===== config.mk =====
export PLATFORM = sky130hd
export DESIGN_NAME = xs3_serial_conv
export DESIGN_NICKNAME = d
export VERILOG_FILES = /design/src/rtl/xs3_serial_pkg.sv /design/src/rtl/xs3_rst_sync.sv /design/src/rtl/xs3_step_logic.sv /design/src/rtl/xs3_state_reg.sv /design/src/rtl/xs3_serial_conv.sv
export SDC_FILE = /design/constraint.sdc
export NUM_CORES = 1
export LEC_CHECK = 0
export ABC_CLOCK_PERIOD_IN_PS = 900
export BUFFER_PORTS_ARGS = -buffer_cell sky130_fd_sc_hd__buf_2
export CORE_AREA = 2 2 39 41
export DETAILED_ROUTE_END_ITERATION = 10
export DIE_AREA = 0 0 41 43
export PLACE_DENSITY_LB_ADDON = 0.3
export SETUP_SLACK_MARGIN = 0.5
export SLEW_MARGIN = 40
export SYNTH_ARGS = -nofsm -noshare
export SYNTH_HDL_FRONTEND = slang
export SYNTH_HIERARCHICAL = 1
export SYNTH_SLANG_ARGS = --single-unit

===== constraint.sdc =====
create_clock -name clk -period 0.9 [get_ports clk]
set_input_delay 0.135 -clock clk [delete_from_list [all_inputs] [get_ports clk]]
set_output_delay 0.135 -clock clk [all_outputs]
set_load 0.02 [all_outputs]

===== src/rtl/xs3_serial_pkg.sv =====
package xs3_serial_pkg;

  localparam int unsigned ST_W = 3;

  // Bit position and pending carry share one encoding.
  // Each name gives the next bit index and whether a carry is pending.
  typedef enum logic [ST_W-1:0] {
    S_T0    = 3'b000,
    S_T1_NC = 3'b001,
    S_T1_CY = 3'b011,
    S_T2_NC = 3'b010,
    S_T2_CY = 3'b110,
    S_T3_NC = 3'b100,
    S_T3_CY = 3'b101
  } xs3_state_e;

endpackage


===== src/rtl/xs3_rst_sync.sv =====
module xs3_rst_sync #(
  parameter int unsigned STAGES = 2
) (
  input  logic clk,
  input  logic rst_n,
  output logic rst_ok
);

  localparam int unsigned LAST = STAGES - 1;

  logic [STAGES-1:0] sync_q;

  initial begin
    if (STAGES < 2) $error("xs3_rst_sync needs at least two stages");
  end

  always_ff @(posedge clk or negedge rst_n) begin
    if (!rst_n) sync_q <= '0;
    else        sync_q <= {sync_q[STAGES-2:0], 1'b1};
  end

  assign rst_ok = sync_q[LAST];

endmodule


===== src/rtl/xs3_step_logic.sv =====
module xs3_step_logic
  import xs3_serial_pkg::*;
(
  input  xs3_state_e cur,
  input  logic       vld,
  input  logic       x,
  output xs3_state_e nxt,
  output logic       z
);

  logic z_raw;

  // Serial add of the constant 0011: the addend bits are 1,1,0,0 from t0 to t3.
  always_comb begin
    z_raw = 1'b0;
    nxt   = S_T0;
    case (cur)
      S_T0: begin            // x + 1
        z_raw = ~x;
        nxt   = x ? S_T1_CY : S_T1_NC;
      end
      S_T1_NC: begin         // x + 1
        z_raw = ~x;
        nxt   = x ? S_T2_CY : S_T2_NC;
      end
      S_T1_CY: begin         // x + 1 + 1, carry always out
        z_raw = x;
        nxt   = S_T2_CY;
      end
      S_T2_NC: begin         // x + 0
        z_raw = x;
        nxt   = S_T3_NC;
      end
      S_T2_CY: begin         // x + carry
        z_raw = ~x;
        nxt   = x ? S_T3_CY : S_T3_NC;
      end
      S_T3_NC: begin         // last bit, wrap
        z_raw = x;
        nxt   = S_T0;
      end
      S_T3_CY: begin         // last bit with carry; x = 1 only for non-BCD input
        z_raw = ~x;
        nxt   = S_T0;
      end
      default: begin
        z_raw = 1'b0;
        nxt   = S_T0;
      end
    endcase
  end

  assign z = vld & z_raw;

endmodule


===== src/rtl/xs3_state_reg.sv =====
module xs3_state_reg
  import xs3_serial_pkg::*;
(
  input  logic       clk,
  input  logic       rst_ok,
  input  logic       en,
  input  xs3_state_e d,
  output xs3_state_e q
);

  always_ff @(posedge clk or negedge rst_ok) begin
    if (!rst_ok)  q <= S_T0;
    else if (en)  q <= d;
  end

  // only the seven reduced states are ever stored
  p_legal_state_r4: assert property (@(posedge clk) disable iff (!rst_ok)
    q inside {S_T0, S_T1_NC, S_T1_CY, S_T2_NC, S_T2_CY, S_T3_NC, S_T3_CY});

endmodule


===== src/rtl/xs3_serial_conv.sv =====
module xs3_serial_conv
  import xs3_serial_pkg::*;
#(
  parameter int unsigned RST_STAGES = 2
) (
  input  logic clk,
  input  logic rst_n,
  input  logic bit_vld,
  input  logic x_in,
  output logic z_out
);

  logic       rst_ok;
  xs3_state_e cur_st;
  xs3_state_e nxt_st;

  xs3_rst_sync #(.STAGES(RST_STAGES)) u_rst_sync (
    .clk    (clk),
    .rst_n  (rst_n),
    .rst_ok (rst_ok)
  );

  xs3_step_logic u_step (
    .cur (cur_st),
    .vld (bit_vld),
    .x   (x_in),
    .nxt (nxt_st),
    .z   (z_out)
  );

  xs3_state_reg u_state (
    .clk    (clk),
    .rst_ok (rst_ok),
    .en     (bit_vld),
    .d      (nxt_st),
    .q      (cur_st)
  );

  // the state is the start state on the cycle the internal reset lifts
  p_start_after_reset_r1: assert property (@(posedge clk) disable iff (!rst_n)
    $rose(rst_ok) |-> cur_st == S_T0);

  // a zero in the first bit position yields a one
  p_first_zero_r2: assert property (@(posedge clk) disable iff (!rst_ok)
    (cur_st == S_T0 && bit_vld && !x_in) |-> z_out);

  // zero, zero gives a one at the second bit
  p_second_zero_r3: assert property (@(posedge clk) disable iff (!rst_ok)
    (cur_st == S_T1_NC && bit_vld && !x_in) |-> z_out);

  // no output while the strobe is low
  p_idle_quiet_r6: assert property (@(posedge clk) disable iff (!rst_ok)
    !bit_vld |-> !z_out);

  // no state movement while the strobe is low
  p_idle_hold_r6: assert property (@(posedge clk) disable iff (!rst_ok)
    !bit_vld |=> cur_st == $past(cur_st));

  // the fourth valid bit always wraps to the start
  p_wrap_r7: assert property (@(posedge clk) disable iff (!rst_ok)
    (bit_vld && (cur_st == S_T3_NC || cur_st == S_T3_CY)) |=> cur_st == S_T0);

endmodule


==> impl_metrics.py <==
metrics = {
    "cells_and_area": {
        "fin_nets": 43,
        "flow.area_growth_from_synthesis_pct": 78.6,
        "filler_cell_count": 150,
        "num_antenna_cells": 0,
        "layout-drive-gt1-share_pct": 63.2,
        "post_layout_nonfiller_instances": 54,
        "final_cell_area_um2": 429,
    },
    "setup_path": {
        "start_kind": "register",
        "cp-end-kind": "output pin",
        "timing.critical_path.required_ps": 760,
        "timing.critical_path.arrival_ps": 1300,
        "cp_max_fo": 4,
        "category_of_the_most_critical_setup_path": "register to output pin",
    },
    "sta": {
        "hold_violations": 0,
        "rsz_0062_raised_after_global_routing": "yes",
        "max_freq_mhz": 697,
        "setup_slack_ps": -534,
        "final.min_clock_period_ps": 1430,
        "max_slew_violation_count": 0,
        "fin_skew_ps": 6.82,
        "finalSetupViolCount": 4,
        "post-route-period-util_pct": 159,
    },
    "detailed_routing": {
        "finalWirelength_um": 540,
        "avgRoutedWirePerCell_um": 10.0,
        "vias": 216,
        "drt-pass1-iter-count": 3,
        "detailedRoute.firstIterationViolations": 2,
        "residual_drc": 0,
        "drtAntennaViolNets": 0,
        "vias_per_inst": 4.00,
    },
    "cts": {
        "cts.clk_slew.worst_paths_ps": 50,
        "clock_latency_ps": 240,
        "cts_tree": "yes",
        "cts-buffers-inserted": 3,
        "cts_htree_levels": 1,
        "root_buffer": "sky130_fd_sc_hd__clkbuf_4",
        "cts_num_sinks": 5,
        "cts-root-to-sink-buffers": 2,
    },
    "floorplan": {
        "num_io_pins": 5,
        "start_util_pct": 17.4,
        "die_w_um": 41,
        "num_rows": 14,
        "floorplan.die_area_um2": 1760,
        "die-height_um": 43,
        "core-area_um2": 1380,
    },
    "placement": {
        "numPortBuffers": 4,
        "gp_congestion": 0.659,
        "post_place_instance_area_um2": 340,
        "post-place-cells": 46,
        "dp_hpwl_um": 361,
    },
    "grt": {
        "antenna_violations_before_repair": 0,
        "grt_start_max_net_pins": 8,
        "first_global_vias": 221,
        "grt_overflow": 0,
        "grt_first_pass_wirelength_um": 848,
        "grtUsageTotal_pct": 7.59,
    },
    "yosys": {
        "synth.cell_area_um2": 240,
        "netlist.area_leader.share_pct": 52.1,
        "synth_seq_cells": 5,
        "synthDistinctLibCells": 11,
        "synth.net_count": 27,
        "post_synthesis_sequential_area_ratio_pct": 52.1,
        "number_of_cells_produced_by_synthesis": 23,
        "synth_warnings": 6,
        "post_synth.cell_area_avg_um2": 10.4,
        "synth_top_area_cell": "sky130_fd_sc_hd__dfrtp_1",
        "synth_top_cells_by_area": "sky130_fd_sc_hd__dfrtp_1 52%, sky130_fd_sc_hd__mux2_2 14%, sky130_fd_sc_hd__a21oi_1 8.3%",
    },
    "run_status": {
        "violations_in_the_final_reports": "setup timing",
        "status": "finished with violations",
    },
    "min_path": {
        "hp-class": "register to asynchronous set/reset pin",
    },
    "power_and_ir_drop": {
        "peakVddDrop_mv": 1.10,
        "cellPowerDensity_nw_per_um2": 3130,
        "leakagePower_nw": 0.189,
    },
    "job": {
        "count_of_maximum_capacitance_violations": 0,
    },
}
==> power breakdown <==
| group | internal [mW] | switching (mW) | total [mW] | leakage, nW |
|---|---|---|---|---|
| sequential | 0.307 | 0.143 | 0.449 | 0.0570 |
| clock | 0.168 | 0.0908 | 0.258 | 0.0150 |
| combinational | 0.395 | 0.240 | 0.635 | 0.117 |
| total | 0.869 | 0.473 | 1.34 | 0.189 |
==> cells by family (layout without fill, tap and decap cells) <==
logic type             after synthesis  in the layout  synth area share, %
AND/OR/NAND/NOR                      6              6                 13.5
AO/OA/AOI/OAI                        5              5                 12.0
other                                1              1                 1.56
multiplexers                         3              3                 14.1
buffers and inverters                2             17                 3.13
XOR/XNOR                             1              1                 3.65
flip-flops                           5              5                 52.1
==> area by class of cell <==
| class | instances | area, µm² | area share (%) |
|---|---|---|---|
| multi-input cells | 16 | 165 | 38.5 |
| flip-flops and latches | 5 | 129 | 30.0 |
| repair buffers | 11 | 81.3 | 19.0 |
| clock buffers | 4 | 26.3 | 6.12 |
| well taps | 16 | 20.0 | 4.66 |
| inverters | 2 | 7.51 | 1.75 |
==> synthesized netlist by cell type <==
library cell               n
sky130_fd_sc_hd__dfrtp_1   5
sky130_fd_sc_hd__a21oi_1   4
sky130_fd_sc_hd__mux2_2    3
sky130_fd_sc_hd__inv_1     2
sky130_fd_sc_hd__nand3_1   2
sky130_fd_sc_hd__nor2_1    2
sky130_fd_sc_hd__conb_1    1
sky130_fd_sc_hd__nand4b_1  1
sky130_fd_sc_hd__o311ai_1  1
sky130_fd_sc_hd__or2_2     1
sky130_fd_sc_hd__xor2_1    1
==> path summary, 6_finish.rpt <==
path,startpoint,to,slack [ps],depth (start not counted)
worst max-delay path,u_state/q[1]$_DFFE_PN0P_,z_out,-530,4
worst min-delay path,u_rst_sync/sync_q[1]$_DFF_PN0_,u_state/q[0]$_DFFE_PN0P_,30,0
worst max register to register,u_state/q[1]$_DFFE_PN0P_,u_state/q[1]$_DFFE_PN0P_,-330,6
worst min register to register,u_rst_sync/sync_q[1]$_DFF_PN0_,u_state/q[0]$_DFFE_PN0P_,30,0
max in group asynchronous,rst_n,u_rst_sync/sync_q[0]$_DFF_PN0_,600,2
min in group clk,bit_vld,u_state/q[2]$_DFFE_PN0P_,310,3
==> routing by layer <==
| layer | vias up | track usage, % | part of all wire, % |
|---|---|---|---|
| met3 | 0 | 3.14 | 5.7 |
| met4 | 0 | 6.00 | 0 |
| met2 | 5 | 10.3 | 53 |
| met5 | - | 0 | 0 |
| met1 | 103 | 8.91 | 41 |
| li1 | 108 | - | - |
==> layout by cell type (no fill, tap or decap), drive strengths merged <==
master / count
buf: 10
dfrtp: 5
clkbuf: 4
a21oi: 4
mux2: 3
inv: 2
nor2: 2
nand3: 2
dlygate4sd3: 1
conb: 1
or2: 1
xor2: 1
nand4b: 1
o311ai: 1
==> state kept, by name, indices dropped and copies added (netlist names) <==
| name | flops |
|---|---|
| u_rst_sync/sync_q | 2 |
| u_state/q | 3 |
==> worst max-delay path, stage by stage, from the launching register on <==
cell	delay, ps
sky130_fd_sc_hd__dfrtp_2	450
sky130_fd_sc_hd__xor2_4	180
sky130_fd_sc_hd__nand4b_1	170
sky130_fd_sc_hd__o311ai_4	100
sky130_fd_sc_hd__buf_6	150
==> metrics by stage <==
stage               util [%]  TNS [ps]  power, mW  hold slack (ps)  setup slack (ps)
detailed placement      24.6      -789      0.884            -78.5              -371
CTS                     29.6     -1310       1.27             38.3              -555
global placement        24.6      -649      0.858            -79.6              -319
finish                  31.0     -1370       1.34             32.8              -534
global route            31.0     -1590       1.44             50.1              -589
floorplan                  -      -360      0.749             -161              -149
==> repair_timing <==
action                                 4_1_cts  5_1_grt
setup buffers                                2        1
setup endpoints to repair                    5        5
pin swaps                                    1        0
resized for setup                            3        3
hold buffers                                 1        0
endpoints found under the hold margin        2        0
gates cloned                                 0        0
Power figures use the tool's default switching activity.
